$ cat src/rtl/oea_pkg.sv
// Shared types for the operand effective address generator.
// Assumes a 2-bit mode code whose values are fixed by the decode stage.
package oea_pkg;
    typedef enum logic [1:0] {
        AM_IMM = 2'b00,
        AM_DIR = 2'b01,
        AM_IND = 2'b10,
        AM_RSV = 2'b11
    } amode_t;

    typedef enum logic [1:0] {
        WS_IDLE = 2'd0,
        WS_LO   = 2'd1,
        WS_HI   = 2'd2
    } wstate_t;
endpackage

$ cat src/rtl/oea_index_mux.sv
// Selects one of NUM_IDX index registers.
// Assumes a select code at or beyond NUM_IDX means the last register.
module oea_index_mux #(
    parameter int ADDR_W  = 16,
    parameter int NUM_IDX = 3,
    parameter int SEL_W   = 2
) (
    input  logic [NUM_IDX-1:0][ADDR_W-1:0] regs,
    input  logic [SEL_W-1:0]               sel,
    output logic [ADDR_W-1:0]              idx_val
);
    localparam int LAST = NUM_IDX - 1;

    logic [NUM_IDX-1:0] hit;

    // One hit line per register; the last one also takes out-of-range codes.
    for (genvar g = 0; g < NUM_IDX; g++) begin : g_hit
        if (g == LAST) begin : g_last
            assign hit[g] = (int'(sel) >= g);
        end else begin : g_mid
            assign hit[g] = (int'(sel) == g);
        end
    end

    // OR together the selected register (hit is one-hot).
    always_comb begin
        idx_val = '0;
        for (int i = 0; i < NUM_IDX; i++) begin
            if (hit[i]) idx_val = idx_val | regs[i];
        end
    end
endmodule

$ cat src/rtl/oea_addr_calc.sv
// Forms the effective address, immediate value and mode flags.
// Assumes the displacement is unsigned and addition wraps at ADDR_W bits.
module oea_addr_calc
    import oea_pkg::*;
#(
    parameter int ADDR_W = 16,
    parameter int DISP_W = 6
) (
    input  logic              clk,
    input  logic              rst_n,
    input  logic [1:0]        mode,
    input  logic [ADDR_W-1:0] idx_val,
    input  logic [DISP_W-1:0] disp,
    input  logic [ADDR_W-1:0] next_word,
    output logic [ADDR_W-1:0] eff_addr,
    output logic [ADDR_W-1:0] imm_val,
    output logic              extra_word,
    output logic              mem_access
);
    localparam int PAD_W = ADDR_W - DISP_W;

    logic [ADDR_W-1:0] ind_addr;

    // Indirect address: register plus zero-extended displacement, wrapping.
    assign ind_addr = idx_val + {{PAD_W{1'b0}}, disp};

    // Decode the mode into outputs.
    always_comb begin
        eff_addr   = '0;
        imm_val    = '0;
        extra_word = 1'b0;
        mem_access = 1'b0;
        case (amode_t'(mode))
            AM_IMM: begin
                imm_val    = next_word;
                extra_word = 1'b1;
            end
            AM_DIR: begin
                eff_addr   = next_word;
                extra_word = 1'b1;
                mem_access = 1'b1;
            end
            AM_IND: begin
                eff_addr   = ind_addr;
                mem_access = 1'b1;
            end
            default: ;
        endcase
    end

    p_imm_no_mem_r1: assert property (@(posedge clk) disable iff (!rst_n)
        (mode == 2'b00) |-> (!mem_access && extra_word && imm_val == next_word));
    p_dir_addr_r2: assert property (@(posedge clk) disable iff (!rst_n)
        (mode == 2'b01) |-> (eff_addr == next_word && mem_access && imm_val == '0));
    p_ind_no_extra_r4: assert property (@(posedge clk) disable iff (!rst_n)
        (mode == 2'b10) |-> (!extra_word && mem_access));
    p_rsv_quiet_r5: assert property (@(posedge clk) disable iff (!rst_n)
        (mode == 2'b11) |-> (eff_addr == '0 && !mem_access && !extra_word));
endmodule

$ cat src/rtl/oea_word_asm.sv
// Two-cycle 16-bit load sequencer: reads the low byte at the base, then the
// high byte at base+1, and assembles them low byte first.
// Assumes rd_data is valid in the same cycle as rd_addr.
module oea_word_asm
    import oea_pkg::*;
#(
    parameter int ADDR_W = 16,
    parameter int BYTE_W = 8
) (
    input  logic                clk,
    input  logic                rst_n,
    input  logic                start,
    input  logic                allow,
    input  logic [ADDR_W-1:0]   base_in,
    input  logic [BYTE_W-1:0]   rd_data,
    output logic [ADDR_W-1:0]   rd_addr,
    output logic                busy,
    output logic                done,
    output logic [2*BYTE_W-1:0] word
);
    wstate_t             state;
    logic [ADDR_W-1:0]   base_q;
    logic [BYTE_W-1:0]   lo_q;
    logic [2*BYTE_W-1:0] word_q;
    logic                done_q;

    // Sequence the two byte reads and hold the assembled result.
    always_ff @(posedge clk) begin
        if (!rst_n) begin
            state  <= WS_IDLE;
            base_q <= '0;
            lo_q   <= '0;
            word_q <= '0;
            done_q <= 1'b0;
        end else begin
            done_q <= 1'b0;
            case (state)
                WS_IDLE: if (start && allow) begin
                    base_q <= base_in;
                    state  <= WS_LO;
                end
                WS_LO: begin
                    lo_q  <= rd_data;
                    state <= WS_HI;
                end
                WS_HI: begin
                    word_q <= {rd_data, lo_q};
                    done_q <= 1'b1;
                    state  <= WS_IDLE;
                end
                default: state <= WS_IDLE;
            endcase
        end
    end

    // Present the base, or base+1 during the high-byte read.
    assign rd_addr = (state == WS_HI) ? base_q + 1'b1 : base_q;
    assign busy    = (state != WS_IDLE);
    assign done    = done_q;
    assign word    = word_q;

    p_hi_follows_lo_r7: assert property (@(posedge clk) disable iff (!rst_n)
        (state == WS_HI) |-> (rd_addr == $past(rd_addr) + 1'b1));
    p_done_after_hi_r8: assert property (@(posedge clk) disable iff (!rst_n)
        (state == WS_HI) |=> (done && word[BYTE_W-1:0] == $past(lo_q)));
    p_done_single_r8: assert property (@(posedge clk) disable iff (!rst_n)
        done |=> !done);
    p_base_held_r9: assert property (@(posedge clk) disable iff (!rst_n)
        (busy && state != WS_HI) |=> $stable(base_q));
endmodule

$ cat src/rtl/oea_agen.sv
// Top of the operand effective address generator: index select, address
// and flag decode, and the 16-bit little-endian load sequencer.
// Assumes single-cycle byte memory reads on rd_addr/rd_data.
module oea_agen #(
    parameter int ADDR_W  = 16,
    parameter int DISP_W  = 6,
    parameter int BYTE_W  = 8,
    parameter int NUM_IDX = 3
) (
    input  logic              clk,
    input  logic              rst_n,
    input  logic [1:0]        mode,
    input  logic [1:0]        idx_sel,
    input  logic [ADDR_W-1:0] reg_x,
    input  logic [ADDR_W-1:0] reg_y,
    input  logic [ADDR_W-1:0] reg_z,
    input  logic [DISP_W-1:0] disp,
    input  logic [ADDR_W-1:0] next_word,
    input  logic              wide_start,
    input  logic [BYTE_W-1:0] rd_data,
    output logic [ADDR_W-1:0] eff_addr,
    output logic [ADDR_W-1:0] imm_val,
    output logic              extra_word,
    output logic              mem_access,
    output logic [ADDR_W-1:0] rd_addr,
    output logic              wide_busy,
    output logic              wide_done,
    output logic [2*BYTE_W-1:0] wide_word
);
    logic [NUM_IDX-1:0][ADDR_W-1:0] regs;
    logic [ADDR_W-1:0]              idx_val;

    assign regs = {reg_z, reg_y, reg_x};

    oea_index_mux #(.ADDR_W(ADDR_W), .NUM_IDX(NUM_IDX), .SEL_W(2)) u_mux (
        .regs    (regs),
        .sel     (idx_sel),
        .idx_val (idx_val)
    );

    oea_addr_calc #(.ADDR_W(ADDR_W), .DISP_W(DISP_W)) u_calc (
        .clk        (clk),
        .rst_n      (rst_n),
        .mode       (mode),
        .idx_val    (idx_val),
        .disp       (disp),
        .next_word  (next_word),
        .eff_addr   (eff_addr),
        .imm_val    (imm_val),
        .extra_word (extra_word),
        .mem_access (mem_access)
    );

    oea_word_asm #(.ADDR_W(ADDR_W), .BYTE_W(BYTE_W)) u_asm (
        .clk     (clk),
        .rst_n   (rst_n),
        .start   (wide_start),
        .allow   (mem_access),
        .base_in (eff_addr),
        .rd_data (rd_data),
        .rd_addr (rd_addr),
        .busy    (wide_busy),
        .done    (wide_done),
        .word    (wide_word)
    );

    p_start_gated_r6: assert property (@(posedge clk) disable iff (!rst_n)
        (wide_start && !wide_busy && !mem_access) |=> !wide_busy);
    p_start_taken_r6: assert property (@(posedge clk) disable iff (!rst_n)
        (wide_start && !wide_busy && mem_access) |=> (wide_busy && rd_addr == $past(eff_addr)));
endmodule

$ cat config.mk
export PLATFORM = sky130hd
export DESIGN_NAME = oea_agen
export DESIGN_NICKNAME = d
export VERILOG_FILES = /design/src/rtl/oea_pkg.sv /design/src/rtl/oea_index_mux.sv /design/src/rtl/oea_addr_calc.sv /design/src/rtl/oea_word_asm.sv /design/src/rtl/oea_agen.sv
export SDC_FILE = /design/constraint.sdc
export NUM_CORES = 1
export LEC_CHECK = 0
export BUFFER_PORTS_ARGS = -buffer_cell sky130_fd_sc_hd__buf_2
export CORE_MARGIN = 5
export CORE_UTILIZATION = 43
export CTS_BUF_LIST = sky130_fd_sc_hd__clkbuf_8
export CTS_CLUSTER_SIZE = 16
export DETAILED_ROUTE_END_ITERATION = 12
export GPL_TIMING_DRIVEN = 0
export PLACE_DENSITY = 0.78
export SYNTH_ARGS = -nofsm -noshare
export SYNTH_HDL_FRONTEND = slang
export SYNTH_HIERARCHICAL = 1
export SYNTH_SLANG_ARGS = --single-unit
$ cat constraint.sdc
create_clock -name clk -period 3.2 [get_ports clk]
set_clock_uncertainty 0.15 [all_clocks]
set_input_delay 0.64 -clock clk [delete_from_list [all_inputs] [get_ports clk]]
set_output_delay 0.64 -clock clk [all_outputs]
set_load 0.01 [all_outputs]
# Word level (Yosys, flattened, before mapping)
# Index checks and enable logic that the tools add are counted.
# op_classes
addsub	2
magnitude_cmp	1
n_eq_ne	6
n_mux	11
bitwise	2
n_reduce_logical	8
# ops
cell	count
$mux W16	5
$or A16 B16 Y16	2
$pmux W16 S2	1
$add A16 B1 Y16 const B	1
$add A16 B6 Y16	1
$eq A2 B2 Y1 const B	3
$logic_not A2 Y1	3
$eq A2 B1 Y1 const B	2
$pmux W2 S2	1
$reduce_or A2 Y1	2
$mux W1	3
$ge A2 B2 Y1 const B	1
$mux W2	1
$ne A2 B1 Y1 const B	1
$reduce_and A2 Y1	1
$reduce_bool A2 Y1	1
$logic_and A1 B1 Y1	1
# totals
ff_bits	43
inputBits	85
out_inout_bits	68
elab_cells	35

# Logic depth before layout (Yosys ltp)
# Gate-level depths: netlist (run 1).
# logic_depth
depth_word	8
ltp_mapped	13
ltp_nobuf	12

# By module
# The synthesis (run 1) kept the hierarchy.
# by_module_without_submodules
mod	n_inst	cells_each	area_per_inst_um2	seq_area_each_um2
oea_word_asm	1	236	1894.3	860.8
oea_addr_calc	1	132	862.1	0.0
oea_index_mux	1	53	344.1	0.0

# Worst setup path after synthesis (run 1)
# Ideal clock, no wire load.
# synth_timing
path_type	in2out
startpoint	input idx_sel[0]
endpoint	output eff_addr[6]
t_arrival_ns	2.678
required_time_ns	2.410
setup_slack_ns	-0.268
cell_stages	11
path_buffers	1
cell_sequence	buf_6 -> mux2i_1 -> o21ai_0 -> ha_1 -> inv_1 -> fa_1 -> nand2b_1 -> a21oi_2 -> o21ai_1 -> nor3b_1 -> o31ai_1
# synth_between
elab_chain_len	8
elab_cells_between_ends	10
cone_classes	1 x add/sub; 1 x order compare; 1 x eq/ne; 4 x mux; 2 x bitwise; 1 x reduce/logical
# synth_lines
element	line_no	source
start: declaration	oea_agen.sv:13	input logic [1:0] idx_sel,
$logic_not A2 Y1	oea_index_mux.sv:21	assign hit[g] = (int'(sel) == g);
$mux W16	oea_index_mux.sv:29	if (hit[i]) idx_val = idx_val | regs[i];
$or A16 B16 Y16	oea_index_mux.sv:29	
$mux W16	oea_index_mux.sv:29	
$or A16 B16 Y16	oea_index_mux.sv:29	
$mux W16 (*)	oea_index_mux.sv:29	
named net idx_val[0]	oea_agen.sv:31	logic [ADDR_W-1:0] idx_val;
$add A16 B6 Y16 (*)	oea_addr_calc.sv:25	assign ind_addr = idx_val + {{PAD_W{1'b0}}, disp};
$pmux W16 S2 (*)	oea_addr_calc.sv:33	case (amode_t'(mode))
end: declaration	oea_agen.sv:21	output logic [ADDR_W-1:0] eff_addr,
# Mark *: on every way through the listed nets, which the timed path passes. The rest lies on a longest branch.

# Worst setup path after layout (run 1)
# layout_timing
startpoint	input idx_sel[0]
endpoint	output eff_addr[8]
# The elaborated chain is that of the path after synthesis.

==> results of run 1 <==
==> kinds of logic after synthesis <==
logic type                 after synthesis  share of synthesized area [%]
and+or+nand+nor                        203                          30.63
AOI/OAI and AO/OA                       88                          19.01
buffers and inverters                   36                          5.973
xor gates and xnor gates                24                          6.780
muxes                                   16                          5.165
adders and majority gates               11                          4.681
DFF                                     43                          27.76
==> final timing paths <==
check	slack [ns]	cells past startpoint	to	start
setup / recovery	-0.26	12	eff_addr[8]	idx_sel[0]
hold / removal	0.31	2	u_asm/word[5]	u_asm/word[5]
setup reg to reg	1.53	5	u_asm/base_q[14]	u_asm/state[1]
hold reg to reg	0.31	2	u_asm/word[5]	u_asm/word[5]
==> power groups by stage <==
stage          clock (mW)  combinational (mW)  sequential [mW]
2_1_floorplan           0               0.229            0.570
3_3_place_gp            0               0.365            0.570
3_5_place_dp            0               0.372            0.571
4_1_cts             0.418               0.433            0.558
5_1_grt             0.438               0.506            0.560
6_report            0.408               0.466            0.559
==> layout by cell type, fill, tap and decap left out, drive strengths merged, types with 2 or more instances in the layout <==
cell type / n
nand3: 10
mux2i: 16
nand2b: 4
nand4: 4
xnor2: 10
nor2: 17
o31ai: 3
a221o: 2
a21boi: 42
a22oi: 2
o21ai: 28
or2b: 2
clkinv: 2
buf: 193
nor4: 4
xor2: 14
or3: 4
inv: 13
and3: 3
nor2b: 4
nor3: 6
a21oi: 5
clkbuf: 19
or2: 2
and2: 20
nand2: 118
ha: 10
dfxtp: 43
==> routing by layer <==
| layer | GRT usage (%) | vias to the layer above | part of all wire [%] |
|---|---|---|---|
| met3 | 3.347 | 15 | 6.7 |
| met1 | 25.16 | 1625 | 40 |
| met2 | 40.34 | 122 | 52 |
| met5 | 0 | - | 0 |
| li1 | - | 1790 | - |
| met4 | 6.971 | 0 | 1.7 |
==> cells in the mapped netlist (6+ instances only) <==
library cell  instances  share of area (%)
xnor2_1              10                2.8
xor2_1               14                4.0
o21ai_0              14                2.3
clkbuf_1             13                1.6
nand2_1             118                 14
nor2_1               17                2.1
nand3_1              10                1.6
inv_1                13                1.6
o21ai_1              14                2.3
a21boi_0             42                 10
ha_1                 10                4.0
dfxtp_1              43                 28
buf_2                 6               0.97
and2_1               19                3.8
mux2i_1              16                5.2
==> worst max-delay path, delay by kind of cell <==
family	cells	cell delay [ns]
compound gates	3	0.41
fa+ha+maj	2	0.56
simple gates	3	0.64
mux	1	0.11
buf+inv	3	0.31
==> timing repair <==
| item | in CTS | in global routing |
|---|---|---|
| cloned | 0 | 0 |
| hold buffers | 0 | 0 |
| pin swaps | 23 | 6 |
| setup buffers | 25 | 9 |
| gates resized for setup | 35 | 8 |
| setup endpoints to repair | 15 | 16 |
==> area by class of cell <==
type | count | area (sq um) | share of cell area (%)
Antenna cell | 1 | 2.502 | 0.05546
Multi-Input combinational cell | 342 | 2166 | 48.00
Inverter | 13 | 48.80 | 1.082
Timing Repair Buffer | 185 | 1035 | 22.93
Buffer | 23 | 162.7 | 3.605
Sequential cell | 43 | 860.8 | 19.08
Clock inverter | 3 | 43.79 | 0.9706
Tap cell | 99 | 123.9 | 2.745
Clock buffer | 5 | 68.82 | 1.525
==> registers in the layout (all words and copies together) (netlist names) <==
| signal | flops |
|---|---|
| u_asm/done | 1 |
| u_asm/lo_q | 8 |
| u_asm/state | 2 |
| u_asm/base_q | 16 |
| u_asm/word | 16 |
==> reports/metrics.csv, run 1 <==
metric,value,unit
cts_root_buf,clkbuf_8,
path_max_fanout,5,
switching_power,428.7,uW
critical_path_class,primary input to output pin,
cts_max_level,2,
synth_seq_cells,43,
crit_path_start_kind,primary input,
die_w,94.92,microns
pwr-share-clk,28.5,%
async_flop_share,0,%
slew_violations,0,
setup_viol,13,
grt_usage,21.69,%
nets,709,
start_util,43.44,%
required,2.41,ns
grt_max_degree,15,
core.rowCount,31,
setup_total_negative_slack,-2.414,ns
ant_nets,0,
hold_viol,0,
synthCells,421,
min_path_type,flop to flop,
layoutNonFillerInstCount,714,
grt_pass1_wl,15810,microns
rsz0062_at_grt,true,
num-fill-cells,657,
power.density,317.6,nW/um^2
power,1.433,mW
io_buffers,151,
setup_slack,-0.2618,ns
numCtsBuffers,5,
dp_hpwl,7996,microns
peakVddDrop,185.2,uV
max-cap-violations,0,
holdWs,0.3124,ns
dp_slack,-0.5591,ns
ys_warn_count,6,
intPower,1.004,mW
utilization,63.22,%
worst_pin_slew,0.4269,ns
dr_total_vias,3552,
post-route-drc-count,0,
critPathMaxStageDelay,0.35,ns
core-area,7137,sq um
grt_pass1_vias,3514,
crit_path_end_kind,output pin,
cellLeakagePower,2.193,nW
violations,setup timing,
p_comb_share,32.5,%
dpl_cell_area,4018,sq um
clock-sinks,43,
yosys_most_used_dff,dfxtp_1,
synth_cell_types,48,
critPathArrivalTime,2.67,ns
timing.fmax,0.2889,GHz
clk_pin_slew,0.08,ns
syn_nets,517,
synth_edf_count,0,
dp.cells,671,
drt_iter0_drc,134,
outcome,"finished, violations left",
cp_slowest_cell,fa_2,
switching_share,29.92,%
slew_headroom,71.54,%
tritoncts,built,
pin_count,153,
wl_per_cell,14.01,microns
period_share,108.2,%
first_pass_iters,5,
synth-seq-area-share,27.76,%
syn_to_final_growth,45.52,%
avgSynthCellArea,7.365,sq um
fp.dieArea,9009,sq um
pwr-share-seq,39.0,%
final_cell_area,4512,sq um
die_height,94.92,microns
worstSkewPairLatency,0.28,ns
crit_chain,buf_12 -> mux2i_1 -> o21ai_1 -> ha_2 -> inv_2 -> fa_2 -> nand2b_4 -> a21oi_4 -> o21ai_2 -> nor4bb_1 -> or3_1 -> buf_2,
overflow,0,
gp_congestion,0.8562,
drt-total-wl,10000,microns
avgViaCountPerCell,4.975,
drive_gt1_share,38.44,%
min_period,3.462,ns
syn_area,3100,sq um
antenna_found_initial,1,
clock_path_buffers,2,
No activity file was read; power rests on OpenSTA's default activity.
==> run 2, diff against run 1 <==
- ABC_AREA: default -> 1
- CORE_UTILIZATION: 43 -> 44
- PLACE_DENSITY: 0.78 -> 0.79
- RECOVER_POWER: default -> 100
==> run 2 against run 1 <==
Compared with the run above: the flow still finishes with violations (setup timing); sequential share of layout area shrank 1.1 points; combinational power rose by 26%; sequential power up 5.9%; hold slack better by 0.025 ns; via count increased by 15%; critical path depth up 3; register-to-register slack lost 0.17 ns; cell area is 6.4% higher; synthesized cell count increased by 27%; global-route usage is 1.1 points higher; die area rose by 0.36%; sequential cell count stayed put; critical path type unchanged; critical endpoint is now eff_addr[5]; largest cell class unchanged.
==> reports/metrics.csv, run 2 <==
metric,value,unit,change
synth_common_cells,"nand2_1 (134), nor2_1 (85), inv_1 (65), nand3_1 (62)",,
timing.fmax,0.3052,GHz,+5.6%
slew_violations,0,,unchanged
syn_area,3186,sq um,+2.7%
outcome,"finished, violations left",,
final_cell_mix,"buf_2 (119), nand2_1 (110), nor2_1 (83)",,
numCtsBuffers,5,,unchanged
drive_gt1_share,34.72,%,-3.7 points
setup_slack,-0.07702,ns,+0.1848 ns
slew_headroom,62.20,%,-9.3 points
synth_edf_count,0,,unchanged
startpoint,idx_sel[1],,
first_pass_iters,5,,unchanged
async_flop_share,0,%,unchanged
cts_max_level,2,,unchanged
worst_pin_slew,0.5670,ns,+0.1400 ns
avgSynthCellArea,5.965,sq um,-19%
dp_slack,-0.2514,ns,+0.3077 ns
gp_congestion,0.9019,,+5.3%
syn_to_final_growth,50.63,%,
synth_seq_cells,43,,unchanged
core.rowCount,31,,unchanged
peakVddDrop,169.2,uV,-8.6%
drt_iter0_drc,164,,+22%
switching_power,557.8,uW,+30%
die_height,95.09,microns,+0.18%
switching_share,36.46,%,+6.5 points
pwr-share-seq,38.7,%,-0.3 points
yosys_most_used_dff,dfxtp_1,,
violations,setup timing,,
max-cap-violations,0,,unchanged
nets,815,,+15%
r2r_start,u_asm/state[0],,
avgViaCountPerCell,4.987,,+0.24%
final_common_cell,buf_2,,
intPower,971.9,uW,-3.2%
grt_pass1_wl,16750,microns,+5.9%
dp_hpwl,8529,microns,+6.7%
overflow,0,,unchanged
ant_nets,0,,unchanged
dr_total_vias,4084,,+15%
yosysMostFrequentCell,nand2_1,,
antenna_found_initial,1,,unchanged
drt-total-wl,11420,microns,+14%
cts_root_buf,clkbuf_8,,
pin_count,153,,unchanged
power,1.530,mW,+6.8%
crit_path_end_kind,output pin,,
synth_cell_types,34,,-29%
synthCells,534,,+27%
rsz0062_at_grt,true,,
clock-sinks,43,,unchanged
ys_warn_count,6,,unchanged
die_w,95.09,microns,+0.18%
path_max_fanout,6,,+1
min_from,u_asm/word[0],,
synth-seq-area-share,27.02,%,-0.74 points
pwr-share-clk,22.9,%,-5.6 points
fp.dieArea,9041,sq um,+0.36%
worstSkewPairLatency,0.29,ns,about the same
yosys.area.top_type_share,27.02,%,-0.74 points
clk_pin_slew,0.09,ns,about the same
min_period,3.277,ns,-0.1848 ns
synth.area.top_cells,"dfxtp_1 (27%), nand2_1 (16%), nor2_1 (10%), nand3_1 (9.7%), inv_1 (7.7%)",,
grt_usage,22.74,%,+1.1 points
syn_nets,630,,+22%
min_path_type,flop to flop,,
start_util,44.64,%,+1.2 points
p_comb_share,38.4,%,+5.9 points
io_buffers,150,,-0.66%
cellLeakagePower,2.446,nW,+12%
tritoncts,built,,
post-route-drc-count,0,,unchanged
required,2.41,ns,about the same
setup_total_negative_slack,-0.4159,ns,+1.998 ns
setup_viol,8,,-5
power.density,318.8,nW/um^2,+0.38%
crit_path_start_kind,primary input,,
wl_per_cell,13.95,microns,-0.43%
hold_viol,0,,unchanged
yosysTopAreaCell,dfxtp_1,,
grt_max_degree,16,,+1
critPathArrivalTime,2.49,ns,-0.18 ns
grt_pass1_vias,3792,,+7.9%
period_share,102.4,%,-5.8 points
diodes,0,,-1
utilization,67.23,%,+4.0 points
critical_path_class,primary input to output pin,,
clock_path_buffers,2,,unchanged
core-area,7137,sq um,unchanged
run 2: changes by cell type after synthesis, moves of 18 or more:
cell	change
and2_1	-18
nand3_1	+52
a21boi_0	-42
nor2_1	+68
a21oi_1	+24
o21ai_0	+29
inv_1	+52
run 2: layout make-up:
class	instances	area, sq um
plain buffers	21	156.4
clock buffers	5	68.82
clock inverters	3	23.77
fillers	685	2338
inverters	69	261.5
multi-input cells	401	2328
flip-flops and latches	43	860.8
well taps	99	123.9
repair buffers	178	974.7
run 2: final timing paths:
| check | end | slack, ns | cells after the start |
|---|---|---|---|
| setup / recovery | eff_addr[5] | -0.08 | 15 |
| hold / removal | u_asm/word[0] | 0.34 | 2 |
| hold reg to reg | u_asm/word[0] | 0.34 | 2 |
| setup reg to reg | u_asm/lo_q[3] | 1.36 | 5 |
run 2: worst max-delay path: stages:
cell	delay, ns
buf_12	0.12
buf_6	0.11
nand2_2	0.06
nand3_2	0.08
ha_4	0.17
buf_4	0.12
buf_4	0.12
nand2_1	0.06
nand2_2	0.08
nand3_2	0.07
nand2_2	0.11
a21oi_2	0.16
o21ai_1	0.09
a21oi_1	0.29
buf_2	0.20
run 2: cell families after synthesis:
logic type      synth area share [%]
compound gates                 11.67
buf+inv                        12.45
flops                          27.02
xor+xnor                       2.750
simple gates                   41.56
fa+ha+maj                      4.556
run 2: layer usage:
layer	share of wire [%]	track usage [%]	up-vias	routed length (microns)
li1	-	-	2067	-
met1	38	26.05	1820	4339
met2	52	43.21	175	5960
met3	7.8	4.025	20	888
met4	1.9	5.409	2	221
met5	0.11	0	-	13
run 2: power by group through the flow:
stage                     clock, mW  sequential [mW]  combinational [mW]
after floorplan                   0            0.602               0.270
after global placement            0            0.602               0.432
after detailed placement          0            0.604               0.442
after CTS                     0.356            0.591               0.484
after global routing          0.380            0.596               0.642
final                         0.350            0.592               0.587
run 2: metrics by stage:
stage	cells	cell area (sq um)	hold WS [ns]
2_1_floorplan	534	3186	0.2948
3_3_place_gp	783	4060	0.3082
3_5_place_dp	783	4060	0.3157
4_1_cts	802	4360	0.3365
5_1_grt	819	4798	0.3638
6_report	819	4798	0.3375
run 2: timing repair:
item                       CTS  global route
hold buffers                 0             0
buffers inserted            11            18
setup endpoints to repair   11            14
resized for setup           28            81
pin swaps                    9            38
gates cloned                 0             1
==> run 3, diff against run 2 <==
- CORE_ASPECT_RATIO: default -> 0.7
- GPL_ROUTABILITY_DRIVEN: default -> 0
- SETUP_SLACK_MARGIN: default -> 0.3
==> run 3 against run 2 <==
Compared with the run above: the run still ends with setup timing left; register-to-register slack gained 0.17 ns; die area grew 0.31%; cell count grew 0.61%; first-iteration DRC count grew to 2.8 times the previous value; non-clock buffer count grew 6; largest power group is now combinational cells; highest routed layer is now met4.
==> reports/metrics.csv, run 3 (synthesized netlist as in run 2, its figures left out) <==
metric,value,unit,change
nets,821,,+0.74%
crit_path_start_kind,primary input,,
power.density,348.2,nW/um^2,+9.2%
min_period,3.328,ns,+0.05133 ns
outcome,"finished, violations left",,
required,2.41,ns,about the same
setup_slack,-0.1283,ns,-0.05133 ns
ant_nets,0,,unchanged
grt_usage,24.58,%,+1.8 points
worst_pin_slew,0.5159,ns,-0.05103 ns
wl_per_cell,15.75,microns,+13%
critical_path_class,primary input to output pin,,
final_common_cell,buf_2,,
critPathArrivalTime,2.54,ns,+0.05 ns
min_path_type,flop to flop,,
start_util,44.51,%,-0.12 points
io_buffers,150,,unchanged
cts_root_buf,clkbuf_8,,
grt_max_degree,14,,-2
die_w,111.7,microns,+17%
grt_pass1_wl,18550,microns,+11%
utilization,68.44,%,+1.2 points
core.rowCount,26,,-16%
dr_total_vias,4461,,+9.2%
holdWs,0.3298,ns,-0.007718 ns
met1_usage,31.25,%,+5.2 points
max-cap-violations,0,,unchanged
avgViaCountPerCell,5.414,,+8.6%
first_pass_iters,5,,unchanged
r2r-end,u_asm/lo_q[1],,
antenna_found_initial,0,,-1
numCtsBuffers,5,,unchanged
clock-sinks,43,,unchanged
grt_busiest_layer,met2,,
path_max_fanout,8,,+2
slew_violations,0,,unchanged
pin_count,153,,unchanged
drt-total-wl,12980,microns,+14%
post-route-drc-count,0,,unchanged
setup_viol,12,,+4
rsz0062_at_grt,true,,
clock_path_buffers,2,,unchanged
core-area,7157,sq um,+0.28%
hold_viol,0,,unchanged
tritoncts,built,,
cts_max_level,2,,unchanged
final_cell_mix,"buf_2 (138), nand2_1 (111), nor2_1 (80)",,
cellLeakagePower,2.574,nW,+5.2%
r2r_start,u_asm/state[0],,
grt_pass1_vias,4120,,+8.6%
timing.fmax,0.3005,GHz,-1.5%
peakVddDrop,190.7,uV,+13%
crit_end,eff_addr[12],,
r2r_cells,5,,unchanged
met3_usage,5.510,%,+1.5 points
worstSkewPairLatency,0.29,ns,about the same
crit_path_end_kind,output pin,,
clk_pin_slew,0.08,ns,about the same
drive_gt1_share,39.26,%,+4.5 points
use_met2,42.88,%,-0.32 points
slew_headroom,65.60,%,+3.4 points
dp_slack,-0.1738,ns,+0.07761 ns
startpoint,idx_sel[1],,
drt_iter0_drc,464,,+180%
overflow,0,,unchanged
violations,setup timing,,
fp.dieArea,9069,sq um,+0.31%
dp_hpwl,8931,microns,+4.7%
die_height,81.19,microns,-15%
period_share,104.0,%,+1.6 points
diodes,0,,unchanged
syn_to_final_growth,53.77,%,
r2r_slack,1.53,ns,+0.17 ns
run 3: changes by cell type in the layout (fill, tap and decap cells not counted), sizes merged:
cell	before	now
bufinv	0	2
clkinvlp	2	0
clkbuf	52	33
buf	152	177
run 3: repair_timing:
action | 4_1_cts | 5_1_grt
hold buffers | 0 | 0
gates resized for setup | 35 | 70
pin swaps | 19 | 33
buffers inserted | 27 | 7
setup endpoints to repair | 16 | 22
endpoints found under the hold margin | 0 | 0
run 3: cell type report:
class	instances	area [sq um]
Multi-Input combinational cell	401	2342
Fill cell	592	2258
Timing Repair Buffer	184	1018
Sequential cell	43	860.8
Inverter	69	264.0
Buffer	21	157.7
Tap cell	98	122.6
Clock buffer	5	68.82
Clock inverter	3	63.81
run 3: through the flow:
step	area, sq um	setup TNS (ns)	instances	total power [mW]
CTS	4638	-0.03778	817	1.620
finish	4898	-0.7979	824	1.705
detailed placement	4133	-0.4585	782	1.066
floorplan	3259	0	534	0.8862
global placement	4133	-0.1372	782	1.055
global route	4898	-1.566	824	1.784
run 3: critical path, cell delays in order:
cell     delay (ns)
buf_12         0.12
nor2_8         0.14
nand2_2        0.08
nand3_4        0.07
ha_4           0.13
inv_2          0.03
fa_2           0.33
inv_2          0.08
nand3_2        0.08
nand3_2        0.11
nand2_2        0.08
nand2_2        0.10
nand2_2        0.05
nand2_2        0.08
nand3_2        0.07
a21oi_2        0.16
buf_2          0.17
run 3: worst min-delay path by stage:
stage	cells past startpoint	from	end
final	2	u_asm/base_q[15]	u_asm/base_q[15]
after floorplan	2	u_asm/base_q[15]	u_asm/base_q[15]
after global routing	2	u_asm/base_q[15]	u_asm/base_q[15]
after global placement	2	u_asm/word[10]	u_asm/word[10]
after CTS	2	u_asm/base_q[15]	u_asm/base_q[15]
after detailed placement	2	u_asm/base_q[15]	u_asm/base_q[15]
run 3: metal layers:
layer,wire length [microns],part of all wire (%)
met4,503,3.9
met5,0,0
met2,6068,47
met3,1408,11
met1,4999,39
run 3: report_power, final:
group	internal (mW)	total (mW)	switching [mW]	leakage, nW
sequential	0.568	0.592	0.0241	0.351
clock	0.309	0.491	0.182	0.0695
combinational	0.255	0.623	0.368	2.15
total	1.13	1.71	0.574	2.57
